### src/rtl/irq_merge_pkg.sv
// Package: shared register width and byte offsets of the aggregator.
// Assumes 32-bit word registers with aligned byte addressing.
package irq_merge_pkg;
    localparam int unsigned REG_W      = 32;
    localparam int unsigned OFF_ENABLE = 0;
    localparam int unsigned OFF_STATUS = 4;
    localparam logic [REG_W-1:0] ALL_ONES = '1;
endpackage

### src/rtl/irq_src_select.sv
// Module: irq_src_select
// Forms the selected word from the source lines and the accumulated
// enable. Source bits above NSRC read as zero.
// Assumes: NSRC <= W; sources are already synchronous to clk.
module irq_src_select #(
    parameter int unsigned NSRC = 32,
    parameter int unsigned W    = 32
) (
    input  logic [NSRC-1:0] src_lvl,
    input  logic [W-1:0]    acc_en,
    output logic [W-1:0]    sel,
    output logic            sel_hit
);
    // Per-bit qualification of each source by its enable bit.
    for (genvar i = 0; i < W; i++) begin : g_bit
        if (i < NSRC) begin : g_live
            assign sel[i] = src_lvl[i] & acc_en[i];
        end else begin : g_tied
            assign sel[i] = 1'b0;
        end
    end

    // Any qualified source triggers an evaluation this cycle.
    assign sel_hit = |sel;
endmodule

### src/rtl/irq_enable_ctrl.sv
// Module: irq_enable_ctrl
// Holds the readable enable word, the sticky accumulated enable, and
// the service mask. Decodes an enable write into an enable add or a
// mask/unmask command.
// Assumes: wr is a single-cycle strobe, already decoded for this register.
module irq_enable_ctrl #(
    parameter int unsigned W = 32
) (
    input  logic         clk,
    input  logic         rst_n,
    input  logic         wr,
    input  logic [W-1:0] wdata,
    output logic [W-1:0] acc_q,
    output logic [W-1:0] en_q,
    output logic [W-1:0] mask_q,
    output logic [W-1:0] mask_nxt
);
    logic [W-1:0] acc_nxt;
    logic [W-1:0] en_nxt;
    logic [W-1:0] acc_or;
    logic [W-1:0] change;

    // Candidate accumulated enable and mask change word.
    assign acc_or = acc_q | wdata;
    assign change = en_q ^ wdata;

    // Next-state decode for an enable-register write.
    always_comb begin
        acc_nxt  = acc_q;
        en_nxt   = en_q;
        mask_nxt = mask_q;
        if (wr) begin
            if ((wdata == '0) && (acc_q == '0)) begin
                en_nxt = wdata;
            end else if (acc_or != acc_q) begin
                acc_nxt = acc_or;
                en_nxt  = wdata;
            end else begin
                if ((change & wdata) != '0) begin
                    mask_nxt = mask_q & ~change;
                end else begin
                    mask_nxt = mask_q | change;
                end
                en_nxt = wdata;
            end
        end
    end

    // State registers with synchronous active-low reset.
    always_ff @(posedge clk) begin
        if (!rst_n) begin
            acc_q  <= '0;
            en_q   <= '0;
            mask_q <= '0;
        end else begin
            acc_q  <= acc_nxt;
            en_q   <= en_nxt;
            mask_q <= mask_nxt;
        end
    end
endmodule

### src/rtl/irq_status_ctrl.sv
// Module: irq_status_ctrl
// Holds status, pending and the output line. A status write is applied
// first, then the source evaluation runs on the result in the same cycle.
// Assumes: mask_in is the mask as left by this cycle's enable write.
module irq_status_ctrl
    import irq_merge_pkg::*;
#(
    parameter int unsigned W = 32
) (
    input  logic         clk,
    input  logic         rst_n,
    input  logic         wr,
    input  logic [W-1:0] wdata,
    input  logic [W-1:0] sel,
    input  logic         sel_hit,
    input  logic [W-1:0] mask_in,
    output logic [W-1:0] status_q,
    output logic [W-1:0] pending_q,
    output logic         irq_q
);
    localparam logic [W-1:0] INIT_WORD = ALL_ONES[W-1:0];

    logic [W-1:0] st_a, pd_a;
    logic         irq_a;
    logic [W-1:0] st_n, pd_n;
    logic         irq_n;
    logic         clr_valid;
    logic         clr_init;

    assign clr_valid = wr && (wdata != '0);
    assign clr_init  = (wdata == INIT_WORD);

    // Stage one: write-one-to-clear and replay on an emptied status.
    always_comb begin
        st_a  = status_q;
        pd_a  = pending_q;
        irq_a = irq_q;
        if (clr_valid) begin
            st_a = status_q & ~wdata;
            if (!clr_init && (st_a == '0)) begin
                if (pending_q != '0) begin
                    st_a  = pending_q;
                    pd_a  = '0;
                    irq_a = 1'b1;
                end else begin
                    irq_a = 1'b0;
                end
            end
        end
    end

    // Stage two: deliver or defer the selected word.
    always_comb begin
        st_n  = st_a;
        pd_n  = pd_a;
        irq_n = irq_a;
        if (sel_hit) begin
            if ((mask_in != '0) || (st_a != '0)) begin
                pd_n = pd_a | sel;
            end else begin
                st_n  = sel;
                irq_n = 1'b1;
            end
        end
    end

    // State registers with synchronous active-low reset.
    always_ff @(posedge clk) begin
        if (!rst_n) begin
            status_q  <= '0;
            pending_q <= '0;
            irq_q     <= 1'b0;
        end else begin
            status_q  <= st_n;
            pending_q <= pd_n;
            irq_q     <= irq_n;
        end
    end
endmodule

### src/rtl/irq_group_merge.sv
// Module: irq_group_merge (top)
// One interrupt group: source selection, enable/mask control, and
// status/pending handling behind two word registers.
// Assumes: aligned 32-bit accesses; bus_wr lasts one cycle per write;
// the read data is combinational on bus_addr.
module irq_group_merge
    import irq_merge_pkg::*;
#(
    parameter int unsigned NSRC   = 32,
    parameter int unsigned ADDR_W = 4
) (
    input  logic              clk,
    input  logic              rst_n,
    input  logic [NSRC-1:0]   src_lvl,
    input  logic              bus_wr,
    input  logic [ADDR_W-1:0] bus_addr,
    input  logic [REG_W-1:0]  bus_wdata,
    output logic [REG_W-1:0]  bus_rdata,
    output logic              irq_out
);
    localparam int unsigned W = REG_W;
    localparam logic [ADDR_W-1:0] A_EN = ADDR_W'(OFF_ENABLE);
    localparam logic [ADDR_W-1:0] A_ST = ADDR_W'(OFF_STATUS);

    logic         sel_en, sel_st;
    logic         wr_en_hit, wr_st_hit;
    logic [W-1:0] acc_q, en_q, mask_q, mask_nxt;
    logic [W-1:0] sel;
    logic         sel_hit;
    logic [W-1:0] status_q, pending_q;
    logic         irq_q;

    // Full-address decode; unaligned or unknown offsets never match.
    assign sel_en    = (bus_addr == A_EN);
    assign sel_st    = (bus_addr == A_ST);
    assign wr_en_hit = bus_wr && sel_en;
    assign wr_st_hit = bus_wr && sel_st;

    irq_src_select #(.NSRC(NSRC), .W(W)) u_sel (
        .src_lvl (src_lvl),
        .acc_en  (acc_q),
        .sel     (sel),
        .sel_hit (sel_hit)
    );

    irq_enable_ctrl #(.W(W)) u_en (
        .clk      (clk),
        .rst_n    (rst_n),
        .wr       (wr_en_hit),
        .wdata    (bus_wdata),
        .acc_q    (acc_q),
        .en_q     (en_q),
        .mask_q   (mask_q),
        .mask_nxt (mask_nxt)
    );

    irq_status_ctrl #(.W(W)) u_st (
        .clk       (clk),
        .rst_n     (rst_n),
        .wr        (wr_st_hit),
        .wdata     (bus_wdata),
        .sel       (sel),
        .sel_hit   (sel_hit),
        .mask_in   (mask_nxt),
        .status_q  (status_q),
        .pending_q (pending_q),
        .irq_q     (irq_q)
    );

    // Read multiplexer; unmapped offsets return zero.
    always_comb begin
        bus_rdata = '0;
        if (sel_en) bus_rdata = en_q;
        if (sel_st) bus_rdata = status_q;
    end

    assign irq_out = irq_q;
endmodule


### config.mk
export PLATFORM = sky130hd
export DESIGN_NAME = irq_group_merge
export DESIGN_NICKNAME = d
export VERILOG_FILES = /design/src/rtl/irq_merge_pkg.sv /design/src/rtl/irq_src_select.sv /design/src/rtl/irq_enable_ctrl.sv /design/src/rtl/irq_status_ctrl.sv /design/src/rtl/irq_group_merge.sv
export SDC_FILE = /design/constraint.sdc
export NUM_CORES = 1
export LEC_CHECK = 0
export ABC_CLOCK_PERIOD_IN_PS = 10330
export BUFFER_PORTS_ARGS = -buffer_cell sky130_fd_sc_hd__buf_2
export CAP_MARGIN = 10
export CORE_UTILIZATION = 45
export CTS_CLUSTER_SIZE = 12
export DETAILED_ROUTE_END_ITERATION = 10
export PLACE_DENSITY_LB_ADDON = 0.3
export SLEW_MARGIN = 20
export SYNTH_ARGS = -nofsm -noshare
export SYNTH_HDL_FRONTEND = slang
export SYNTH_SLANG_ARGS = --single-unit
### constraint.sdc
create_clock -name clk -period 10.33 [get_ports clk]
set_input_delay 3.099 -clock clk [delete_from_list [all_inputs] [get_ports clk]]
set_output_delay 3.099 -clock clk [all_outputs]
set_load 0.03 [all_outputs]
# --- After elaboration in Yosys (flattened, before gate mapping) ---
# Index checks and enable logic that the tools add are counted.
op_classes:
  eq_ne: 3
  n_mux: 21
  bitwise: 42
  n_reduce_logical: 18
ops:
  columns: ["operator", "n"]
  rows:
  - ["$mux 32", 16]
  - ["$reduce_bool 32->1", 5]
  - ["$and 32x32->32", 3]
  - ["$logic_not 32->1", 3]
  - ["$or 32x32->32", 3]
  - ["$not 32->32", 2]
  - ["$and 1x1->1", 32]
  - ["$eq 32x32->1 const B", 1]
  - ["$ne 32x32->1", 1]
  - ["$reduce_or 32->1", 1]
  - ["$xor 32x32->32", 1]
  - ["$logic_and 1x1->1", 5]
  - ["$mux 1", 5]
  - ["$eq 4x3->1 const B", 1]
  - ["$logic_not 4->1", 1]
  - ["$reduce_and 3->1", 1]
  - ["$logic_not 1->1", 1]
  - ["$logic_or 1x1->1", 1]
  - ["$not 1->1", 1]
totals:
  regBits: 161
  elab_cells: 90

# --- Longest topological paths before layout ---
depth:
  word_depth: 11
  depth_mapped: 13
  mapped_depth_nobuf: 10

# --- Modules after synthesis ---
# A second synthesis with hierarchy kept.
hier_totals:
  cells_unflattened: 1115
  hier_area_um2: 9560.4
modules_own_cells:
  columns: ["mod", "n_inst", "cells_per_inst", "area_per_inst_um2", "seq_area_each_um2"]
  rows:
  - ["irq_enable_ctrl", 1, 555, 5285.1, 1921.8]
  - ["irq_status_ctrl", 1, 439, 3445.8, 1301.2]
  - ["irq_group_merge", 1, 76, 531.8, 0.0]
  - ["irq_src_select", 1, 45, 297.8, 0.0]

# --- Worst setup path before layout ---
# Ideal clock, no wire load.
synth_path:
  path_kind: "in2out"
  from: "input port bus_addr[3]"
  to: "output port bus_rdata[10]"
  arrival_ns: 4.169
  required_time_ns: 7.231
  path_slack_ns: 3.062
  stages: 3
  path_buffers: 1
  path_cell_list: "nor4b_2 -> clkbuf_1 -> a22o_1"
synth_between:
  elab_chain_len: 3
  word_cells_on_any_way: 4
  classes_between: "1 x eq/ne; 2 x mux; 1 x reduce/logical"
synth_lines:
  columns: ["item", "line_no", "text"]
  rows:
  - ["start: declaration", "irq_group_merge.sv:16", "input logic [ADDR_W-1:0] bus_addr,"]
  - ["$logic_not 4->1", "irq_group_merge.sv:34", "assign sel_en = (bus_addr == A_EN);"]
  - ["$mux 32", "irq_group_merge.sv:73", "if (sel_en) bus_rdata = en_q;"]
  - ["$mux 32 (*)", "irq_group_merge.sv:74", "if (sel_st) bus_rdata = status_q;"]
  - ["end: declaration", "irq_group_merge.sv:18", "output logic [REG_W-1:0] bus_rdata,"]
# Mark *: on every way between the ends. The rest lies on a longest branch, timed or not.

# --- Worst setup path in the final report ---
layout_path:
  from: "input port bus_addr[3]"
  to: "output port bus_rdata[12]"
# The elaborated chain is that of the path after synthesis.

==> impl_metrics.py <==
metrics = {
    "outcome": {
        "outcome": "finished clean",
    },
    "route": {
        "route.detailed.wl_per_inst_um": 23.1,
        "ant_nets": 0,
        "drt_iter0_markers": 1152,
        "drt-pass1-iter-count": 5,
        "vias": 9201,
        "wl_um": 33200,
        "drc_errors": 0,
        "viasPerCell": 6.40,
    },
    "synth": {
        "syn_inst": 1094,
        "yosysSeqAreaShare_pct": 35.9,
        "synthesis.nets": 1197,
        "synth_top_flop_cell": "dfxtp_1",
        "syn-cell-area_sq_um": 8980,
        "avgSynthCellArea_sq_um": 8.21,
        "synth_seq_cells": 161,
        "synth_cell_types": 52,
        "synth_edf_count": 0,
        "synth_warnings": 0,
        "synthArstFlopShare_pct": 0,
    },
    "layout": {
        "postLayoutCoreUtil_pct": 52.6,
        "drive_gt1_share_pct": 13.8,
        "area_delta_synth_final_pct": 14.3,
        "nNetsFinal": 1262,
        "design_area_sq_um": 10300,
    },
    "critical_path": {
        "critPathSlowestCell": "buf_4",
        "arrival_ps": 4340,
        "cp-start-kind": "input port",
        "slowest_delay_ps": 410,
        "required_ps": 7230,
        "cp_cell_sequence": "buf_2 > nor4b_4 > buf_4 > a22o_1 > buf_2",
        "cp_common_cell": "buf_2",
        "critPathMaxFanout": 33,
        "worstSetupEndpointType": "output pin",
        "r2r_cells": 9,
        "critical_path_class": "input port to output pin",
    },
    "floorplanning": {
        "ios": 104,
        "initial_core_util_pct": 46.0,
        "coreArea_sq_um": 19500,
        "dieHeight_um": 143,
        "die_x_um": 143,
        "num_rows": 51,
        "fp.dieArea_sq_um": 20500,
    },
    "timing": {
        "worst_slack_ps": 2890,
        "finalClockSkew_ps": 16.0,
        "tns_ps": 0,
        "fmax_mhz": 134,
        "max-slew-margin-rel_pct": 43.1,
        "final-max-slew-violation-count": 0,
        "setup_viol_count_final": 0,
        "fin_crit_sh_pct": 72.0,
        "hold_violations": 0,
        "rsz0062_at_grt": "false",
        "tightest_slew_ps": 853,
        "finalWorstPathRequiredPeriod_ps": 7440,
    },
    "clocking": {
        "postCtsSetupBuffers": 0,
        "cts-resized-gates": 0,
        "clockRootBuffer": "clkbuf_16",
        "cts_tree": "built",
        "clk_pin_slew_ps": 70,
        "numCtsBuffers": 17,
        "clock_latency_ps": 450,
        "hold_buffers": 0,
        "clkSinkCount": 161,
        "clock_path_buffers": 2,
        "htreeDepth": 4,
    },
    "min_path": {
        "hold_depth": 2,
        "hold_path.class": "register to register",
    },
    "pwr": {
        "powerDensity_nw_per_um2": 140,
        "ir_drop_uv": 108,
        "total_power_w": 0.00144,
        "p_leak_nw": 4.42,
    },
    "placed_design": {
        "gp_congestion": 0.996,
        "placed_cell_area_sq_um": 9660,
        "port_buffers": 103,
        "place_ws_ps": 2850,
        "dp_hpwl_um": 23400,
    },
    "grt": {
        "grt_pass1_wl_um": 50500,
        "gr-usage-all-layers_pct": 33.1,
        "grt_pass1_vias": 8405,
        "grt_start_max_net_pins": 74,
        "antenna_found_initial": 1,
        "overflow": 0,
    },
    "flow_run": {
        "max-cap-violations": 0,
    },
}
kinds of logic (layout without fill, tap and decap cells):
family,Yosys count,in the layout,synth area share [%]
AND/OR/NAND/NOR,417,417,23.1
AO/OA/AOI/OAI,337,337,27.7
flip-flops,161,161,35.9
buffers and inverters,115,193,5.22
adder cells (fa/ha/maj),32,32,4.46
multiplexers,32,32,3.58
other,0,1,0
metal layers:
metal	vias up	part of all wire [%]	track usage, %
met5	-	0	0
met1	4355	42	46.1
met4	0	4.6	17.5
met2	561	42	47.4
met3	98	11	7.13
li1	4187	-	-
worst max-delay path, delay by kind of cell:
family	cells	cell delay, ps
buffers and inverters	3	740
AND/OR/NAND/NOR	1	270
AO/OA/AOI/OAI	1	210
cell usage in the layout (no fill, tap or decap), types with 3 or more instances in the layout:
cell,synthesis,layout
a22o_1,36,36
nand3_1,33,33
mux2i_1,31,31
a21boi_0,24,24
a22oi_1,10,10
a221oi_1,4,4
a21o_1,40,40
ha_1,32,32
o2111a_1,6,6
nor4_1,44,44
o41ai_1,4,4
o311a_1,32,32
and2_1,9,9
o32ai_1,30,30
o22ai_1,3,3
a2111oi_0,14,14
o31ai_1,7,7
o21ai_0,10,10
nand4_1,26,26
nor2b_1,63,63
inv_1,42,42
clkbuf_16,0,17
a21oi_1,102,102
inv_6,0,7
nand2b_1,19,19
nor2_1,126,124
nand2_1,85,85
dfxtp_1,161,161
buf_4,0,15
o21ai_1,3,3
buf_2,6,103
report_power, final:
part	internal, W	leakage [nW]	switching [W]
registers	0.000626	1.30	0.00000737
logic	0.0000383	2.83	0.000102
clock network	0.000370	0.291	0.000292
total	0.00103	4.42	0.000401
cells in the mapped netlist (2+ instances only):
cell type,n,area share (%)
o21ai_0,10,0.56
a21o_1,40,3.3
nand2b_1,19,1.3
buf_2,6,0.33
o41ai_1,4,0.39
nor3_1,2,0.11
o22ai_1,3,0.21
nor2b_1,63,4.4
o31ai_1,7,0.58
dfxtp_1,161,36
nand3_1,33,1.8
o311a_1,32,3.6
a21boi_0,24,2.0
buf_1,2,0.084
o41a_1,2,0.25
a21oi_1,102,5.7
a2111oi_2,2,0.33
o21bai_1,2,0.17
a22oi_1,10,0.84
o21ai_1,3,0.17
clkbuf_1,60,2.5
inv_1,42,1.8
and2_1,9,0.63
mux2i_1,31,3.5
a22o_1,36,3.5
buf_6,4,0.50
a221oi_1,4,0.39
nand4_1,26,1.8
a2111oi_0,14,1.4
or4_1,2,0.17
ha_1,32,4.5
o2111a_1,6,0.75
nor2_1,126,5.3
nor4_1,44,3.1
nand2_1,85,3.6
o32ai_1,30,2.9
flip-flops by register name (all words and copies together), names as in the netlist:
| signal | flops |
|---|---|
| u_st.status_q | 32 |
| u_en.acc_q | 32 |
| u_st.pending_q | 32 |
| u_en.en_q | 32 |
| u_st.irq_q | 1 |
| u_en.mask_q | 32 |
metrics by stage:
step	cells	hold slack (ps)
final	1438	472
after global routing	1437	499
after CTS	1437	473
after detailed placement	1405	465
after global placement	1405	461
after floorplan	1094	450
area by class of cell:
class,instances,area (sq um)
diodes,1,2.50
clock buffers,18,439
clock inverters,14,165
repair buffers,118,628
multi-input cells,818,5310
inverters,43,163
flip-flops and latches,161,3220
well taps,265,332
fillers,1943,9260
worst paths after layout:
path | from | slack (ps) | endpoint
worst min register to register | u_en.en_q[0] | 470 | u_en.en_q[0]
worst max register to register | u_en.acc_q[25] | 5550 | u_st.pending_q[25]
worst max-delay path | bus_addr[3] | 2890 | bus_rdata[12]
worst min-delay path | u_en.en_q[0] | 470 | u_en.en_q[0]
Power figures use the tool's default switching activity.
